`config.mk`:
```
export PLATFORM = sky130hd
export DESIGN_NAME = i2c_ee_writer
export DESIGN_NICKNAME = d
export VERILOG_FILES = /design/src/rtl/i2cw_pkg.sv /design/src/rtl/i2cw_addr_ptr.sv /design/src/rtl/i2cw_bit_engine.sv /design/src/rtl/i2c_ee_writer.sv
export SDC_FILE = /design/constraint.sdc
export NUM_CORES = 1
export LEC_CHECK = 0
export ABC_AREA = 1
export BUFFER_PORTS_ARGS = -buffer_cell sky130_fd_sc_hd__clkbuf_2
export CAP_MARGIN = 10
export CORE_ASPECT_RATIO = 0.9
export CORE_MARGIN = 2
export CORE_UTILIZATION = 48
export CTS_CLUSTER_SIZE = 28
export DETAILED_ROUTE_END_ITERATION = 7
export PLACE_DENSITY = 0.76
export RECOVER_POWER = 100
export SYNTH_ARGS = -nofsm -noshare
export SYNTH_HDL_FRONTEND = slang
export SYNTH_SLANG_ARGS = --single-unit
```
`constraint.sdc`:
```
create_clock -name clk_i -period 2.9 [get_ports clk_i]
set_clock_uncertainty 0.1 [all_clocks]
set_input_delay 0.145 -clock clk_i [delete_from_list [all_inputs] [get_ports clk_i]]
set_output_delay 0.145 -clock clk_i [all_outputs]
set_load 0.01 [all_outputs]
```
`src/rtl/i2cw_pkg.sv`:
```
package i2cw_pkg;
  typedef enum logic [1:0] {CMD_START, CMD_BYTE, CMD_STOP} cmd_e;
  typedef enum logic [3:0] {
    ST_IDLE, ST_START, ST_CTRL, ST_AHI, ST_ALO, ST_DATA, ST_STOP, ST_WAIT, ST_OPEN
  } state_e;
  localparam logic [3:0] DEV_TYPE = 4'b1010;

  // bank bit lands in bit 3, bit 0 = 0 selects write
  function automatic logic [7:0] ctrl_byte(input logic bank);
    return {DEV_TYPE, bank, 3'b110};
  endfunction
endpackage

```
`src/rtl/i2cw_addr_ptr.sv`:
```
module i2cw_addr_ptr #(
  parameter int AW = 16,
  parameter int SW = 8
) (
  input  logic          clk_i,
  input  logic          rst_ni,
  input  logic          inc_i,
  input  logic          adj_en_i,
  input  logic          adj_sub_i,
  input  logic [SW-1:0] adj_amt_i,
  output logic [AW-1:0] addr_o
);
  logic [AW-1:0] amt_ext;
  assign amt_ext = {{(AW-SW){1'b0}}, adj_amt_i};

  always_ff @(posedge clk_i or negedge rst_ni) begin
    if (!rst_ni) addr_o <= '0;
    else if (inc_i) addr_o <= addr_o + AW'(1);
    else if (adj_en_i) addr_o <= adj_sub_i ? addr_o - amt_ext : addr_o + amt_ext;
  end

  AST_PTR_STEP: assert property (@(posedge clk_i) disable iff (!rst_ni)
    inc_i |=> addr_o == $past(addr_o) + AW'(1));
  AST_PTR_ADJ: assert property (@(posedge clk_i) disable iff (!rst_ni)
    (adj_en_i && !inc_i) |=> addr_o == ($past(adj_sub_i) ? $past(addr_o) - $past(amt_ext)
                                                         : $past(addr_o) + $past(amt_ext)));
endmodule

```
`src/rtl/i2cw_bit_engine.sv`:
```
module i2cw_bit_engine
  import i2cw_pkg::*;
#(
  parameter int QTR = 10
) (
  input  logic       clk_i,
  input  logic       rst_ni,
  input  logic       go_i,
  input  cmd_e       cmd_i,
  input  logic [7:0] byte_i,
  input  logic       sda_i,
  output logic       done_o,
  output logic       nack_o,
  output logic       scl_oe_o,
  output logic       sda_oe_o
);
  localparam int CW = (QTR > 1) ? $clog2(QTR) : 1;

  logic          active_q;
  cmd_e          cmd_q;
  logic [1:0]    ph_q;
  logic [3:0]    bit_q;
  logic [8:0]    sh_q;
  logic [CW-1:0] cnt_q;
  logic          tick;

  assign tick = active_q && (cnt_q == CW'(QTR - 1));

  always_ff @(posedge clk_i or negedge rst_ni) begin
    if (!rst_ni) begin
      active_q <= 1'b0;
      cmd_q    <= CMD_START;
      ph_q     <= '0;
      bit_q    <= '0;
      sh_q     <= '1;
      cnt_q    <= '0;
      done_o   <= 1'b0;
      nack_o   <= 1'b0;
      scl_oe_o <= 1'b0;
      sda_oe_o <= 1'b0;
    end else begin
      done_o <= 1'b0;
      if (go_i && !active_q) begin
        active_q <= 1'b1;
        cmd_q    <= cmd_i;
        sh_q     <= {byte_i, 1'b1};
        ph_q     <= '0;
        bit_q    <= '0;
        cnt_q    <= '0;
      end else if (active_q) begin
        cnt_q <= tick ? '0 : cnt_q + CW'(1);
        if (tick) begin
          unique case (cmd_q)
            CMD_START: begin
              if (ph_q == 2'd0) begin scl_oe_o <= 1'b0; sda_oe_o <= 1'b0; end
              if (ph_q == 2'd1) sda_oe_o <= 1'b1;
              if (ph_q == 2'd2) scl_oe_o <= 1'b1;
            end
            CMD_STOP: begin
              if (ph_q == 2'd0) sda_oe_o <= 1'b1;
              if (ph_q == 2'd1) scl_oe_o <= 1'b0;
              if (ph_q == 2'd2) sda_oe_o <= 1'b0;
            end
            default: begin
              if (ph_q == 2'd0) sda_oe_o <= ~sh_q[8];
              if (ph_q == 2'd1) scl_oe_o <= 1'b0;
              if (ph_q == 2'd2 && bit_q == 4'd8) nack_o <= sda_i;
              if (ph_q == 2'd3) begin
                scl_oe_o <= 1'b1;
                sh_q     <= {sh_q[7:0], 1'b1};
              end
            end
          endcase
          ph_q <= ph_q + 2'd1;
          if (ph_q == 2'd3) begin
            if (cmd_q != CMD_BYTE || bit_q == 4'd8) begin
              active_q <= 1'b0;
              done_o   <= 1'b1;
            end else begin
              bit_q <= bit_q + 4'd1;
            end
          end
        end
      end
    end
  end

  AST_SDA_ONLY_SCL_LOW: assert property (@(posedge clk_i) disable iff (!rst_ni)
    (active_q && cmd_q == CMD_BYTE && !$stable(sda_oe_o)) |-> ($past(scl_oe_o) && scl_oe_o));
endmodule

```
`src/rtl/i2c_ee_writer.sv`:
```
module i2c_ee_writer
  import i2cw_pkg::*;
#(
  parameter int CLK_HZ  = 16_000_000,
  parameter int SCL_HZ  = 400_000,
  parameter int WAIT_US = 5000
) (
  input  logic        clk_i,
  input  logic        rst_ni,
  input  logic        wr_req_i,
  input  logic        page_mode_i,
  input  logic [7:0]  wr_data_i,
  input  logic        page_end_i,
  input  logic        adj_en_i,
  input  logic        adj_sub_i,
  input  logic [7:0]  adj_amt_i,
  input  logic        sda_i,
  output logic        scl_oe_o,
  output logic        sda_oe_o,
  output logic        busy_o,
  output logic        nack_o,
  output logic [15:0] addr_o
);
  localparam int AW       = 16;
  localparam int QTR      = (CLK_HZ / (4 * SCL_HZ) > 0) ? CLK_HZ / (4 * SCL_HZ) : 1;
  localparam int WAIT_CYC = (CLK_HZ / 1_000_000) * WAIT_US;
  localparam int WW       = $clog2(WAIT_CYC + 1);

  state_e        state_q, state_n;
  logic          go_q, abort_q, page_q;
  logic [7:0]    data_q;
  logic [WW-1:0] wait_q;
  cmd_e          eng_cmd;
  logic [7:0]    eng_byte;
  logic          eng_done, eng_nack;
  logic          byte_st, abort_set, ptr_inc, ptr_adj;
  logic [AW-1:0] addr_w;

  function automatic logic issues_cmd(input state_e s);
    return s inside {ST_START, ST_CTRL, ST_AHI, ST_ALO, ST_DATA, ST_STOP};
  endfunction

  assign byte_st   = state_q inside {ST_CTRL, ST_AHI, ST_ALO, ST_DATA};
  assign abort_set = byte_st && eng_done && eng_nack;
  assign ptr_inc   = (state_q == ST_DATA) && eng_done && !eng_nack;
  assign ptr_adj   = (state_q == ST_IDLE) && adj_en_i;
  assign busy_o    = !(state_q inside {ST_IDLE, ST_OPEN});
  assign addr_o    = addr_w;

  always_comb begin
    state_n = state_q;
    unique case (state_q)
      ST_IDLE:  if (wr_req_i) state_n = ST_START;
      ST_START: if (eng_done) state_n = ST_CTRL;
      ST_CTRL:  if (eng_done) state_n = eng_nack ? ST_STOP : ST_AHI;
      ST_AHI:   if (eng_done) state_n = eng_nack ? ST_STOP : ST_ALO;
      ST_ALO:   if (eng_done) state_n = eng_nack ? ST_STOP : ST_DATA;
      ST_DATA:  if (eng_done) state_n = (eng_nack || !page_q) ? ST_STOP : ST_OPEN;
      ST_OPEN:  if (wr_req_i) state_n = ST_DATA;
                else if (page_end_i) state_n = ST_STOP;
      ST_STOP:  if (eng_done) state_n = abort_q ? ST_IDLE : ST_WAIT;
      ST_WAIT:  if (wait_q == WW'(WAIT_CYC - 1)) state_n = ST_IDLE;
      default:  state_n = ST_IDLE;
    endcase
  end

  always_comb begin
    unique case (state_q)
      ST_START: eng_cmd = CMD_START;
      ST_STOP:  eng_cmd = CMD_STOP;
      default:  eng_cmd = CMD_BYTE;
    endcase
    unique case (state_q)
      ST_CTRL: eng_byte = ctrl_byte(addr_w[AW-1]);
      ST_AHI:  eng_byte = addr_w[15:8];
      ST_ALO:  eng_byte = addr_w[7:0];
      default: eng_byte = data_q;
    endcase
  end

  always_ff @(posedge clk_i or negedge rst_ni) begin
    if (!rst_ni) begin
      state_q <= ST_IDLE;
      go_q    <= 1'b0;
      abort_q <= 1'b0;
      page_q  <= 1'b0;
      data_q  <= '0;
      wait_q  <= '0;
      nack_o  <= 1'b0;
    end else begin
      state_q <= state_n;
      go_q    <= (state_n != state_q) && issues_cmd(state_n);
      nack_o  <= abort_set;
      if (abort_set) abort_q <= 1'b1;
      else if (state_q == ST_IDLE) abort_q <= 1'b0;
      if (wr_req_i && state_q inside {ST_IDLE, ST_OPEN}) data_q <= wr_data_i;
      if (wr_req_i && state_q == ST_IDLE) page_q <= page_mode_i;
      wait_q <= (state_q == ST_WAIT) ? wait_q + WW'(1) : '0;
    end
  end

  i2cw_bit_engine #(.QTR(QTR)) u_eng (
    .clk_i    (clk_i),
    .rst_ni   (rst_ni),
    .go_i     (go_q),
    .cmd_i    (eng_cmd),
    .byte_i   (eng_byte),
    .sda_i    (sda_i),
    .done_o   (eng_done),
    .nack_o   (eng_nack),
    .scl_oe_o (scl_oe_o),
    .sda_oe_o (sda_oe_o)
  );

  i2cw_addr_ptr #(.AW(AW), .SW(8)) u_ptr (
    .clk_i     (clk_i),
    .rst_ni    (rst_ni),
    .inc_i     (ptr_inc),
    .adj_en_i  (ptr_adj),
    .adj_sub_i (adj_sub_i),
    .adj_amt_i (adj_amt_i),
    .addr_o    (addr_w)
  );

  AST_IDLE_RELEASED: assert property (@(posedge clk_i) disable iff (!rst_ni)
    (state_q == ST_IDLE) |-> (!scl_oe_o && !sda_oe_o));
  AST_OPEN_HOLDS_SCL: assert property (@(posedge clk_i) disable iff (!rst_ni)
    (state_q == ST_OPEN) |-> (scl_oe_o && !busy_o));
  AST_NACK_ONE_CYCLE: assert property (@(posedge clk_i) disable iff (!rst_ni)
    nack_o |=> !nack_o);
  AST_NACK_PTR_HELD: assert property (@(posedge clk_i) disable iff (!rst_ni)
    nack_o |-> addr_w == $past(addr_w));
  AST_WAIT_AFTER_STOP: assert property (@(posedge clk_i) disable iff (!rst_ni)
    ($past(state_q) == ST_STOP && !$past(abort_q) && $past(eng_done)) |-> busy_o);
endmodule

```
==> qor.txt <==
worst skew pair latency -> 330 ps
Clock Tree Buf Depth -> 2
I/O Buffers -> 43
CTS tree -> built
Post-DP Area -> 0.00567 mm²
core area -> 0.0102 mm²
first-pass GRT wire length -> 21800 µm
Nets -> 845
unrepaired setup endpoints after global routing -> yes
FP Rows -> 35
pwr dens -> 862 mW/mm²
critical path data arrival time -> 3010 ps
Flop pwr share -> 0.307
internal power -> 0.00326 W
Yosys reg bits -> 74
final WL -> 13100 µm
area leader, netlist -> dfrtp_1
Final ANT Viol Nets -> 0
most frequent cells in the layout -> 144 x nand2_1, 90 x inv_1, 66 x dfrtp_1
remaining routing DRC violations -> 0
Cell Area, Synth -> 0.00497 mm²
CTS sink cnt -> 74
Slew @ Worst Pin -> 908 ps
Rel. slew slack -> 0.395
Mapped Cells -> 676
Fillers -> 873
top cell type's share of synthesized area -> 0.332
number of DRC markers in iteration 0 -> 356
commonest non-fill, non-tap cell in the layout -> nand2_1
vias per inst -> 5.38
sw power -> 0.00225 W
CTS root buf -> clkbuf_16
status -> finished, final reports clean
top cells by area, synth -> dfrtp_1 33%, nand2_1 11%, inv_1 7.2%
Final HPWL DP -> 9580 µm
Critical-path top delay cell -> dfrtp_1
number of flops mapped to enable cells by yosys -> 0
cell repeated most along the worst path -> nand2_1
first drt pass iteration count -> 5
Num CTS Buffers -> 9
GRT overflow -> 0
CP Launch Type -> register
sw frac -> 0.408
ys async rst share -> 1.00
syn_nets -> 727
Final period util -> 0.994
synthesis-to-layout area growth -> 28.6%
Cell Chain, Critical Path -> inv_2 -> nand2_4 -> nor3_4 -> inv_2 -> nor2_8 -> inv_4 -> buf_6 -> nand3_1 -> a21oi_2 -> ha_1 -> nand2_1 -> nand2_1 -> inv_1 -> o21a_1 -> nor2_1 -> nor2_1 -> nand2_1 -> inv_1 -> nand2_2 -> nand3_2 -> nand2_1 -> nand2_1
DP Cell Count -> 889
boundary pin count -> 44
Worst VDD drop -> 0.446 mV
Slew Viols, Final -> 0
routability cong. -> 0.910
H-tree depth -> 3
WL/cell -> 14.1 µm
Reg clk slew, reported paths -> 60 ps
Buf/Inv on CP -> 6
Crit path required time -> 3020 ps
Pleak -> 3.14 nW
ant diodes -> 0
initial antenna violation count -> 0
syn avg cell area -> 7.36 µm²
Final Non-Filler Cells -> 928
count of final hold-check violations -> 0
Max-cap violations -> 0
yosys warns -> 0
cell area after layout -> 0.00639 mm²
GRT Overall Usage -> 0.236
Synth Flop Type -> dfrtp_1
Hold Worst Slack -> 13.8 ps
ratio of cells with drive above 1 in the final layout -> 0.250
critical path class -> reg -> reg
unique cell type count in the Yosys netlist -> 47
peak fanout along the critical path -> 5
final setup margin -> 16.3 ps
DP Worst Slack -> -279 ps
register area share after synthesis -> 0.374
setup violators final -> 0
CP top delay family -> simple AND/OR/NAND/NOR gates
initial core utilization -> 0.490
largest net degree at the start of global routing -> 75
Crit. End Element -> register
Hold Path Class -> in -> reg
Die Width -> 111 µm
total power -> 0.00551 W
Vert. Die Dim -> 101 µm
internal reg-to-reg setup slack -> 20 ps
crit path time final -> 2880 ps
clock share of power -> 0.220
vias in the first global route -> 4868
f_max -> 347 MHz
Critical Path Max Stage Delay -> 380 ps
via count -> 4993
combinational share of power -> 0.473
die area -> 0.0112 mm²
metal layers:
layer | wire (µm) | up-vias | track usage
met5 | 0 | - | 0
li1 | - | 2467 | -
met3 | 578 | 28 | 0.0271
met4 | 319 | 0 | 0.0864
met1 | 5670 | 2351 | 0.296
met2 | 6550 | 147 | 0.425
final timing paths:
kind | from | end | cells after the start
hold / removal | wr_req_i | page_q$_DFFE_PN0P_ | 3
max in group asynchronous | rst_ni | u_eng.bit_q[2]$_DFFE_PN0P_ | 2
setup / recovery | state_q[3]$_DFF_PN0_ | u_ptr.addr_o[15]$_DFFE_PN0P_ | 22
min in group asynchronous | rst_ni | wait_q[5]$_DFF_PN0_ | 2
hold reg to reg | wait_q[0]$_DFF_PN0_ | wait_q[0]$_DFF_PN0_ | 1
setup reg to reg | state_q[3]$_DFF_PN0_ | u_ptr.addr_o[15]$_DFFE_PN0P_ | 22
worst min-delay path: cells and delay by family:
| kind | cells | cell delay, ps |
|---|---|---|
| simple gates | 2 | 130 |
| buf+inv | 1 | 120 |
final cells by class:
class                      instances  area (µm²)  area share
clock buffer                      10         239      0.0374
clock inverter                     6        90.1      0.0141
inverter                         106         400      0.0626
multi-input combinational        487        2850       0.446
tap                              129         161      0.0252
timing repair buffer             116         791       0.124
sequential                        74        1860       0.291
sequential cells by signal (all words and copies together) (netlist names), 2 cells and up, named ones only:
signal        flops
data_q            8
state_q           4
u_eng.bit_q       4
u_eng.cmd_q       2
u_eng.cnt_q       4
u_eng.ph_q        2
u_eng.sh_q        8
u_ptr.addr_o     16
wait_q           17
through the flow:
stage | util | setup TNS, ps
after floorplan | - | 0
after global placement | 0.558 | -401
after detailed placement | 0.558 | -1120
after CTS | 0.602 | 0
after global routing | 0.629 | -543
final | 0.629 | 0
repair_timing:
item                       in CTS  in global routing
resized for setup               1                 55
hold endpoints to repair       76                  0
setup buffers                   0                 12
pin swaps                       0                 31
hold buffers                   11                  0
setup endpoints to repair       2                  7
synth_stat cells (all sizes together) (5+ instances only):
cell	instances
nand2	152
inv	106
nand4	13
o21ai	64
a21oi	46
dfrtp	66
nor3	21
ha	26
dfstp	8
o211ai	5
nand3	33
o22ai	6
nor2	77
xor2	8
buf	6
power groups by stage:
stage	logic (W)	registers, W	clock network [W]
CTS	0.00231	0.00168	0.00123
global placement	0.00218	0.00168	0
finish	0.00261	0.00169	0.00121
floorplan	0.00149	0.00164	0
global route	0.00290	0.00174	0.00127
detailed placement	0.00228	0.00169	0
kinds of logic (layout without fill, tap and decap cells):
family | after synthesis | after routing | synth area share
buf+inv | 115 | 238 | 0.0923
fa+ha+maj | 27 | 27 | 0.0694
xor+xnor | 12 | 12 | 0.0211
flops | 74 | 74 | 0.374
simple gates | 307 | 307 | 0.283
compound gates | 141 | 141 | 0.160
(Power assumes the default switching activity.)
